[src/rtl/dacfe_pkg.sv]
package dacfe_pkg;

  // Strobes sent by the serial controller to the latch datapath.
  typedef struct packed {
    logic xfer;       // a transfer happens this cycle
    logic wrA;        // load latch A from the code field
    logic wrB;        // load latch B from the code field
    logic wrStage;    // load the staging latch from the code field
    logic bFromStage; // load latch B from the staging latch
    logic fast;       // settling speed to register
    logic pd;         // power-down level to register
  } dacfe_stb_t;

endpackage

[src/rtl/dacfe_ctrl.sv]
module dacfe_ctrl
  import dacfe_pkg::*;
#(
  parameter int FRAME_BITS  = 16,
  parameter int DATA_W      = 10,
  parameter int SYNC_STAGES = 2
) (
  input  logic              clk,
  input  logic              rstN,
  input  logic              selN,
  input  logic              serClk,
  input  logic              serDin,
  output dacfe_stb_t        stb,
  output logic [DATA_W-1:0] code
);

  localparam int CNT_W    = $clog2(FRAME_BITS + 1);
  localparam int CODE_MSB = FRAME_BITS - 5;
  localparam int CODE_LSB = CODE_MSB - DATA_W + 1;
  localparam logic [CNT_W-1:0] LAST_BIT = CNT_W'(FRAME_BITS - 1);

  // Synchronisers for the serial pins.
  logic [SYNC_STAGES-1:0] selSh, clkSh, dinSh;

  generate
    if (SYNC_STAGES == 1) begin : g_sync1
      always_ff @(posedge clk or negedge rstN) begin
        if (!rstN) begin
          selSh <= '1;
          clkSh <= '0;
          dinSh <= '0;
        end else begin
          selSh <= selN;
          clkSh <= serClk;
          dinSh <= serDin;
        end
      end
    end else begin : g_syncN
      always_ff @(posedge clk or negedge rstN) begin
        if (!rstN) begin
          selSh <= '1;
          clkSh <= '0;
          dinSh <= '0;
        end else begin
          selSh <= {selSh[SYNC_STAGES-2:0], selN};
          clkSh <= {clkSh[SYNC_STAGES-2:0], serClk};
          dinSh <= {dinSh[SYNC_STAGES-2:0], serDin};
        end
      end
    end
  endgenerate

  logic selS, clkS, dinS;
  assign selS = selSh[SYNC_STAGES-1];
  assign clkS = clkSh[SYNC_STAGES-1];
  assign dinS = dinSh[SYNC_STAGES-1];

  logic selPrev, clkPrev;
  logic clkRise, selRise, selFall;
  assign clkRise = clkS & ~clkPrev;
  assign selRise = selS & ~selPrev;
  assign selFall = ~selS & selPrev;

  logic [FRAME_BITS-1:0] shiftQ, wordNext, fireWord;
  logic [CNT_W-1:0]      cntQ;
  logic                  doneQ;
  logic                  shiftEn, fireNow;

  assign wordNext = {shiftQ[FRAME_BITS-2:0], dinS};
  assign shiftEn  = !selFall && !selS && clkRise && !doneQ;

  always_comb begin
    fireNow  = 1'b0;
    fireWord = shiftQ;
    if (shiftEn && cntQ == LAST_BIT) begin
      fireNow  = 1'b1;
      fireWord = wordNext;
    end else if (selRise && !doneQ && cntQ != '0) begin
      fireNow = 1'b1;
    end
  end

  logic b15, b14, b13, b12;
  assign b15 = fireWord[FRAME_BITS-1];
  assign b14 = fireWord[FRAME_BITS-2];
  assign b13 = fireWord[FRAME_BITS-3];
  assign b12 = fireWord[FRAME_BITS-4];

  logic [CODE_LSB-1:0] unusedLow;
  assign unusedLow = fireWord[CODE_LSB-1:0];

  always_ff @(posedge clk or negedge rstN) begin
    if (!rstN) begin
      selPrev <= 1'b1;
      clkPrev <= 1'b0;
      shiftQ  <= '0;
      cntQ    <= '0;
      doneQ   <= 1'b0;
    end else begin
      selPrev <= selS;
      clkPrev <= clkS;
      if (selFall) begin
        shiftQ <= '0;
        cntQ   <= '0;
        doneQ  <= 1'b0;
      end else if (shiftEn) begin
        shiftQ <= wordNext;
        cntQ   <= cntQ + 1'b1;
        if (cntQ == LAST_BIT) doneQ <= 1'b1;
      end else if (selRise) begin
        cntQ  <= '0;
        doneQ <= 1'b0;
      end
    end
  end

  always_ff @(posedge clk or negedge rstN) begin
    if (!rstN) begin
      stb  <= '0;
      code <= '0;
    end else begin
      stb            <= '0;
      stb.xfer       <= fireNow;
      stb.wrA        <= fireNow & b15;
      stb.bFromStage <= fireNow & b15;
      stb.wrB        <= fireNow & ~b15 & ~b12;
      stb.wrStage    <= fireNow & ~b15;
      stb.fast       <= b14;
      stb.pd         <= b13;
      if (fireNow) code <= fireWord[CODE_MSB:CODE_LSB];
    end
  end

endmodule

[src/rtl/dacfe_dp.sv]
module dacfe_dp
  import dacfe_pkg::*;
#(
  parameter int DATA_W = 10
) (
  input  logic              clk,
  input  logic              rstN,
  input  dacfe_stb_t        stb,
  input  logic [DATA_W-1:0] code,
  output logic [DATA_W-1:0] latchA,
  output logic [DATA_W-1:0] latchB,
  output logic              fastQ,
  output logic              pdQ
);

  logic [DATA_W-1:0] stageQ;

  always_ff @(posedge clk or negedge rstN) begin
    if (!rstN) begin
      latchA <= '0;
      latchB <= '0;
      stageQ <= '0;
      fastQ  <= 1'b0;
      pdQ    <= 1'b0;
    end else if (stb.xfer) begin
      if (stb.wrA)            latchA <= code;
      if (stb.wrB)            latchB <= code;
      else if (stb.bFromStage) latchB <= stageQ;
      if (stb.wrStage)        stageQ <= code;
      fastQ <= stb.fast;
      pdQ   <= stb.pd;
    end
  end

endmodule

[src/rtl/dacfe_top.sv]
module dacfe_top
  import dacfe_pkg::*;
#(
  parameter int FRAME_BITS  = 16,
  parameter int DATA_W      = 10,
  parameter int SYNC_STAGES = 2
) (
  input  logic              clk,
  input  logic              rstN,
  input  logic              selN,
  input  logic              serClk,
  input  logic              serDin,
  output logic [DATA_W-1:0] codeA,
  output logic [DATA_W-1:0] codeB,
  output logic              fastSettle,
  output logic              powerDown
);

  dacfe_stb_t        stb;
  logic [DATA_W-1:0] code;

  dacfe_ctrl #(
    .FRAME_BITS (FRAME_BITS),
    .DATA_W     (DATA_W),
    .SYNC_STAGES(SYNC_STAGES)
  ) u_ctrl (
    .clk   (clk),
    .rstN  (rstN),
    .selN  (selN),
    .serClk(serClk),
    .serDin(serDin),
    .stb   (stb),
    .code  (code)
  );

  dacfe_dp #(
    .DATA_W(DATA_W)
  ) u_dp (
    .clk   (clk),
    .rstN  (rstN),
    .stb   (stb),
    .code  (code),
    .latchA(codeA),
    .latchB(codeB),
    .fastQ (fastSettle),
    .pdQ   (powerDown)
  );

endmodule

[config.mk]
export PLATFORM = sky130hd
export DESIGN_NAME = dacfe_top
export DESIGN_NICKNAME = d
export VERILOG_FILES = /design/src/rtl/dacfe_pkg.sv /design/src/rtl/dacfe_ctrl.sv /design/src/rtl/dacfe_dp.sv /design/src/rtl/dacfe_top.sv
export SDC_FILE = /design/constraint.sdc
export NUM_CORES = 1
export LEC_CHECK = 0
export CORE_UTILIZATION = 61
export DETAILED_ROUTE_END_ITERATION = 10
export MAX_ROUTING_LAYER = met4
export PLACE_DENSITY = 0.83
export SLEW_MARGIN = 40
export SYNTH_ARGS = -nofsm -noshare
export SYNTH_HDL_FRONTEND = slang
export SYNTH_SLANG_ARGS = --single-unit
[constraint.sdc]
create_clock -name clk -period 5.31 [get_ports clk]
set_clock_uncertainty 0.05 [all_clocks]
set_input_delay 0.531 -clock clk [delete_from_list [all_inputs] [get_ports clk]]
set_output_delay 0.531 -clock clk [all_outputs]
set_load 0.01 [all_outputs]
After elaboration in Yosys (flattened, before gate mapping)
Cells that the tools add are included.
- bits in registers: 78
- bits of input ports: 5
- logic and storage cells: 65
- add/subtract/negate cells: 1
- equal/unequal tests: 2
- mux-type cells: 14
- bitwise operators: 11
- reduce and logical (&&, ||, !) cells: 17
- operator list (operator ; number):
    $mux 16 ; 3
    $mux 10 ; 2
    $mux 5 ; 3
    $reduce_and 2->1 ; 4
    $and 1x1->1 ; 6
    $logic_and 1x1->1 ; 6
    $mux 1 ; 6
    $add 5x1->5 const B ; 1
    $eq 5x4->1 const B ; 1
    $not 1->1 ; 5
    $reduce_bool 5->1 ; 1
    $reduce_bool 2->1 ; 2
    $logic_not 1->1 ; 3
    $ne 3x2->1 const B ; 1
    $reduce_bool 3->1 ; 1

Longest topological paths before layout
Gate-level depths: netlist (run 1).
- word-level depth: 11
- mapped depth: 7

Cells and area by module
A second synthesis (run 1) with hierarchy kept.
- cell total of the unflattened synthesis: 242
- area, all modules: 3347.0 um^2
- by module, submodules not included (module ; instances ; cells each ; area an instance (um^2) ; sequential area each (um^2)):
    dacfe_ctrl ; 1 ; 149 ; 1936.9 ; 1154.9
    dacfe_dp ; 1 ; 93 ; 1410.1 ; 800.8

Worst setup path before layout (run 1)
Ideal clock, no wire load.
- kind: reg2reg
- from: reg u_ctrl.cntQ[0]
- to: reg, netlist name u_ctrl.stb[6]
- library setup time: 142 ps
- arrival time: 1597 ps
- data required time: 5118 ps
- path slack: 3520 ps
- stages on the path, launching flop included: 8
- buffers on the path: 1
- clock period less this slack: 1790 ps
- path through: dfrtp_1 ha_1 and3_1 ha_1 nand2b_1 nand2b_1 clkbuf_1 o21ai_0
- cells in the longest elaborated chain, start to end: 4
- elaborated cells between the ends (all ways): 6
- those cells by class: eq/ne (1); mux (2); reduce/logical (3)
- ends and longest elaborated chain (what ; RTL line ; RTL):
    from (decl) ; dacfe_ctrl.sv:65 ; logic [CNT_W-1:0] cntQ;
    from (signal assigned) ; dacfe_ctrl.sv:108 ; cntQ <= cntQ + 1'b1;
    $reduce_bool 5->1 ; dacfe_ctrl.sv:78 ; end else if (selRise && !doneQ && cntQ != '0) begin
    $logic_and 1x1->1 ; dacfe_ctrl.sv:78 ;
    $mux 1 ; dacfe_ctrl.sv:78 ;
    $mux 1 * ; dacfe_ctrl.sv:75 ; if (shiftEn && cntQ == LAST_BIT) begin
    net u_ctrl.fireNow ; dacfe_ctrl.sv:67 ; logic shiftEn, fireNow;
The timed path passes the listed nets; every way through them passes the cells marked *.
A chain may end at the register's enable or synchronous reset.

Worst setup path after layout (run 1)
- from: reg u_ctrl.cntQ[0]
- to: reg, netlist name u_ctrl.stb[1]
- cells in the longest elaborated chain, start to end: 3
- ends and longest elaborated chain (what ; RTL line ; RTL):
    $eq 5x4->1 ; dacfe_ctrl.sv:75 ;
    $logic_and 1x1->1 ; dacfe_ctrl.sv:75 ;
    $mux 16 ; dacfe_ctrl.sv:75 ;
    net u_ctrl.fireWord[14] ; dacfe_ctrl.sv:64 ; logic [FRAME_BITS-1:0] shiftQ, wordNext, fireWord;
The timed path passes the listed nets, and every way through them passes these cells.

==> out/results.txt, run 1 <==
Status = complete, no violations
Cell Pwr Density = 302 nW/µm²
Fin Setup TNS = 0 ps
Tot GR Track Use = 23.0%
Vias = 1991
R2R Path Start = u_ctrl.cntQ[0]
Fin nets = 279
Fillers = 323
DP HPWL = 3550 µm
Final Setup Violations = 0
Simple-Gate Fraction of Synth Area = 9.72%
Die ar. = 5510 µm²
Critical-path top delay cell = nand2b_1
Avg WL per Cell = 15.5 µm
Starting Density = 65.2%
Final Wtd Congestion = 0.797
Critical path origin = u_ctrl.cntQ[0]
Largest net degree at the start of global routing = 79
First-pass GRT wire length = 8940 µm
Initial antenna violation count = 0
Combinational family with the most area after synthesis = multiplexers
CTS tree = yes
Die Y = 74.2 µm
Sequential area share after synthesis = 61.5%
Final Hold Viols = 0
Pleak = 1.64 nW
Layout cell share with drive strength beyond 1 = 18.1%
Clock Path Buffers = 2
Most common cell after layout, fill and taps aside = dfrtp_1
CTS Hold Bufs = 0
Min cycle time layout = 2310 ps
DR iter-0 viols = 138
XOR/XNOR share of the synthesized area = 0.551%
Critical path arrival = 2480 ps
Reg clk slew, reported paths = 80 ps
Syn Nets = 255
Max Slew Vio Count = 0
Synth Area in Adders = 1.18%
N_diodes = 0
Worst min path class = in2async
Worst slew margin = 55.8%
Dpl ws = 3000 ps
Post-synth EDFFs = 0
Crit start category = flop
Max Fclk = 0.433 GHz
Post-synthesis mux area share = 12.3%
Most frequent cells in the layout = 75 x dfrtp_1, 25 x clkdlybuf4s50_1, 24 x mux2_2
Worst hold margin = 151 ps
CTS Root Cell = clkbuf_8
CP max FO = 15
Worst-Skew Late Latency = 340 ps
VDD IR max = 0.220 mV
Synthesized cell area = 3180 µm²
RSZ-0062 raised after global routing = false
Max incr delay on CP = 470 ps
Mean number of vias per cell = 5.80
Final WS setup = 3000 ps
Gr ovfl total = 0
Avg Cell Area, Syn = 12.9 µm²
Ports = 27
Synth Register Bits = 78
Core Region = 4880 µm²
Synth Area in Compound Gates = 12.0%
Clock Sinks = 78
DRT Wirelength = 5320 µm
Yosys warns = 0
Area growth from synthesis to layout = 16.3%
Endpoint class of the critical path = flop
Post-synth top flop = dfrtp_1
Vias in the first global route = 1875
Critical path, cell by cell = ha_1 > and3_1 > ha_1 > nand2b_1 > nand2b_1 > mux2_2
Post-synth ARST share = 100%
Total setup buffers inserted after CTS = 0
CTS H-tree lvls = 3
Inserted Clock Buffers = 9
Post-DRT Antenna Nets = 0
Synth unique cells = 37
PortBufs = 26
# Max-Cap Violations = 0
PostCTS Resize Cnt = 0
Num rows = 25
Post-Syn Instances = 247
WS Path Type = reg2reg
Pre-Repair DR Iteration Count = 4
Slew @ Worst Pin = 663 ps
Chip width = 74.2 µm
Final worst path period share = 43.5%
DRC violations left = 0
Worst Path Required = 5480 ps
## through the flow
stage | total power [W] | cells | utilization [%] | cell area (µm²)
after global routing | 0.00116 | 343 | 75.8 | 3700
after global placement | 0.000650 | 327 | 71.0 | 3460
final | 0.00112 | 343 | 75.8 | 3700
after CTS | 0.00113 | 343 | 75.8 | 3700
after detailed placement | 0.000651 | 327 | 71.2 | 3480
after floorplan | 0.000633 | 247 | - | 3180
## cell usage after synthesis (3+ instances only)
library cell	number	share of area [%]
dfstp_2	3	2.5
buf_2	4	0.63
clkbuf_1	9	1.1
inv_1	4	0.47
a22o_1	17	4.7
mux2_2	24	8.5
nor3_1	10	1.6
nor2_1	3	0.35
ha_1	3	1.2
a31oi_1	10	2.0
dfrtp_1	75	59
nand2_1	17	2.0
or3b_1	10	2.8
o21ai_0	23	3.6
mux2i_1	12	3.8
## flip-flops by register name (all words and copies together), names as in the netlist, 2 cells and up
signal and count:
u_ctrl.clkSh 2, u_ctrl.selSh 2, u_dp.latchB 10, u_ctrl.dinSh 2, u_ctrl.stb 6, u_dp.stageQ 10
u_ctrl.code 10, u_dp.latchA 10, u_ctrl.cntQ 5, u_ctrl.shiftQ 16
## cell type report
class / count / area (µm²) / share of cell area, %
well taps: 67 / 83.8 / 2.27
clock buffers: 10 / 138 / 3.72
repair buffers: 28 / 277 / 7.48
inverters: 4 / 15.0 / 0.406
multi-input cells: 150 / 1140 / 31.0
clock inverters: 6 / 85.1 / 2.30
flip-flops and latches: 78 / 1960 / 52.9
## power by group
part	internal (W)	total, W	switching [W]
clock	0.000276	0.000479	0.000203
combinational	0.00000993	0.0000335	0.0000236
sequential	0.000600	0.000606	0.00000580
total	0.000885	0.00112	0.000232
## worst paths after layout
check,to,slack (ps),cells after the start
min in group clk,u_ctrl.clkSh[1],300,0
setup / recovery,u_ctrl.stb[1],3000,6
hold reg to reg,u_ctrl.clkSh[1],300,0
setup reg to reg,u_ctrl.stb[1],3000,6
hold / removal,u_dp.latchB[5],150,1
max in group asynchronous,u_ctrl.clkSh[0],4590,1
## logic make-up (layout without fill, tap and decap cells)
logic type	Yosys count	count (layout)
fa+ha+maj	3	3
mux	36	36
compound gates	57	57
buf+inv	19	48
flops	78	78
xor+xnor	2	2
simple gates	52	52
## layer usage
layer	GRT usage, %	up-vias	share of wire, %
met5	-	-	0
met4	9.22	0	1.5
met3	5.69	8	3.1
met2	36.4	43	50
met1	28.5	987	46
li1	-	953	-
## worst max-delay path, delay by kind of cell (launching register included)
kind | cells | cell delay [ps]
DFF | 1 | 430
and+or+nand+nor | 3 | 940
adders and majority gates | 2 | 390
muxes | 1 | 390
No activity file was read; power rests on OpenSTA's default activity.
==> run 2, diff against run 1 <==
Settings changed: CORE_UTILIZATION 61 to 51, PLACE_DENSITY 0.83 to 0.74.
Clock period 5.31 ns to 2 ns, I/O delays scaled along.
==> run 2 against run 1 <==
Net effect: critical path depth rose by 1; highest routed layer unchanged; combinational power grew to 3.0 times the previous value; non-clock buffer count is 8 higher; via count up 1.5%; cell area increased by 0.81%; sequential power increased to 2.6 times the previous value; critical endpoint is now u_ctrl.stb[0]; clock-buffer cell count up 2; critical path type unchanged; global-route usage is 3.5 points lower; cell count is 4.4% higher.
==> out/results.txt, run 2 (synthesis results as in run 1) <==
Pleak = 1.66 nW (+0.97%)
PortBufs = 26 (unchanged)
Worst-Skew Late Latency = 340 ps (about the same)
CP most frequent cell = ha_1
Fillers = 481 (+49%)
VDD IR max = 0.468 mV (+110%)
# Max-Cap Violations = 0 (unchanged)
Placed Instances = 342 (+4.6%)
Slew @ Worst Pin = 635 ps (-27.6 ps)
FF/Latch Area = 1960 µm² (unchanged)
DRC violations left = 0 (unchanged)
Most common cell after layout, fill and taps aside = dfrtp_1
CTS H-tree lvls = 3 (unchanged)
Pre-Repair DR Iteration Count = 4 (unchanged)
Tot GR Track Use = 19.5% (-3.5 points)
Finished Cell Area = 3730 µm² (+0.81%)
Area growth from synthesis to layout = 17.2%
Gr ovfl total = 0 (unchanged)
Initial antenna violation count = 0 (unchanged)
CTS Root Cell = clkbuf_8
Max Slew Vio Count = 0 (unchanged)
Fin nets = 287 (+2.9%)
Mean number of vias per cell = 5.64 (-2.8%)
Most frequent cells in the layout = 75 x dfrtp_1, 25 x clkdlybuf4s50_1, 24 x mux2_2
Status = complete, no violations
Post-DRT Antenna Nets = 0 (unchanged)
Die Y = 81.0 µm (+9.1%)
Clock Sinks = 78 (unchanged)
DR iter-0 viols = 54 (-61%)
Layout cell share with drive strength beyond 1 = 19.1% (+0.97 points)
Critical-path top delay cell = dfrtp_1
Fin Setup TNS = 0 ps (unchanged)
CP max FO = 11 (-4)
Biggest register = u_ctrl.shiftQ
Cell Pwr Density = 736 nW/µm² (+140%)
First-pass GRT wire length = 9160 µm (+2.4%)
Max Fclk = 0.548 GHz (+27%)
Largest net degree at the start of global routing = 51 (-35%)
Core Region = 5960 µm² (+22%)
Critical path, cell by cell = ha_1 > and3_1 > ha_1 > nand2b_1 > buf_4 > nor2_1 > mux2_2
Worst Path Required = 2180 ps (-3300 ps)
Ports = 27 (unchanged)
Max incr delay on CP = 420 ps (-50 ps)
Num rows = 28 (+12%)
Min cycle time layout = 1830 ps (-485 ps)
Crit start category = flop
Power, Total = 0.00274 W (+150%)
Worst min path class = in2reg
Inserted Clock Buffers = 9 (unchanged)
WS Path Type = reg2reg
Final Core Density = 62.6% (-13 points)
Placed inst area = 3540 µm² (+1.9%)
Die ar. = 6560 µm² (+19%)
Final cell count without fillers = 358 (+4.4%)
Final Wtd Congestion = 0.762 (-4.4%)
Clock Path Buffers = 2 (unchanged)
Starting Density = 53.4% (-12 points)
Endpoint class of the critical path = flop
Vias = 2020 (+1.5%)
Chip width = 81.0 µm (+9.1%)
Reg clk slew, reported paths = 70 ps (about the same)
Critical path arrival = 2000 ps (-480 ps)
Worst slew margin = 57.6% (+1.8 points)
Final Hold Viols = 0 (unchanged)
Total setup buffers inserted after CTS = 0 (unchanged)
Vias in the first global route = 1913 (+2.0%)
Final Setup Violations = 0 (unchanged)
DRT Wirelength = 5210 µm (-2.0%)
Area taken by multi-input logic gates = 1140 µm² (-0.33%)
RSZ-0062 raised after global routing = false
DP HPWL = 3530 µm (-0.46%)
Final worst path period share = 91.3% (+48 points)
Max reg flops = 16 (unchanged)
N_diodes = 0 (unchanged)
Avg WL per Cell = 14.5 µm (-6.1%)
CTS tree = yes
-- run 2: final cells by class --
type | count | share of cell area (%)
clock buffer | 12 | 4.16
timing repair buffer | 36 | 9.33
clock inverter | 3 | 0.537
tap | 75 | 2.52
inverter | 4 | 0.403
multi-input combinational | 150 | 30.6
sequential | 78 | 52.4
-- run 2: power breakdown --
part / internal [W] / switching, W / leakage [nW]
combinational: 0.0000329 / 0.0000692 / 0.506
sequential: 0.00159 / 0.0000121 / 1.07
clock: 0.000510 / 0.000528 / 0.0845
total: 0.00214 / 0.000609 / 1.66
-- run 2: per-stage QoR --
step	hold WS, ps	setup slack, ps
after detailed placement	212	175
after floorplan	-146	210
after global routing	204	78.1
final	213	174
after global placement	212	170
after CTS	194	165
-- run 2: final timing paths --
| kind | startpoint | end | slack (ps) | depth (start not counted) |
|---|---|---|---|---|
| worst max-delay path | u_ctrl.cntQ[0] | u_ctrl.stb[0] | 170 | 7 |
| worst min register to register | u_ctrl.clkSh[0] | u_ctrl.clkSh[1] | 310 | 0 |
| min in group asynchronous | rstN | u_dp.latchB[5] | 360 | 2 |
| worst max register to register | u_ctrl.cntQ[0] | u_ctrl.stb[0] | 170 | 7 |
| max in group asynchronous | rstN | u_ctrl.shiftQ[14] | 970 | 3 |
| worst min-delay path | selN | u_ctrl.selSh[0] | 210 | 1 |
-- run 2: timing repair --
| action | 4_1_cts | 5_1_grt |
|---|---|---|
| hold endpoints to repair | 46 | 0 |
| resized for setup | 0 | 0 |
| hold buffers | 1 | 0 |
-- run 2: metal layers --
metal | routed length [µm] | global-route usage [%]
met3 | 169 | 5.06
met2 | 2400 | 29.2
met5 | 0 | -
met4 | 94 | 10.0
met1 | 2540 | 24.4
-- run 2: critical path: cells and delay by family, from the launching register on --
| family | cells | cell delay, ps |
|---|---|---|
| adder cells (fa/ha/maj) | 2 | 320 |
| buffers and inverters | 1 | 170 |
| flip-flops | 1 | 420 |
| multiplexers | 1 | 350 |
| AND/OR/NAND/NOR | 3 | 400 |
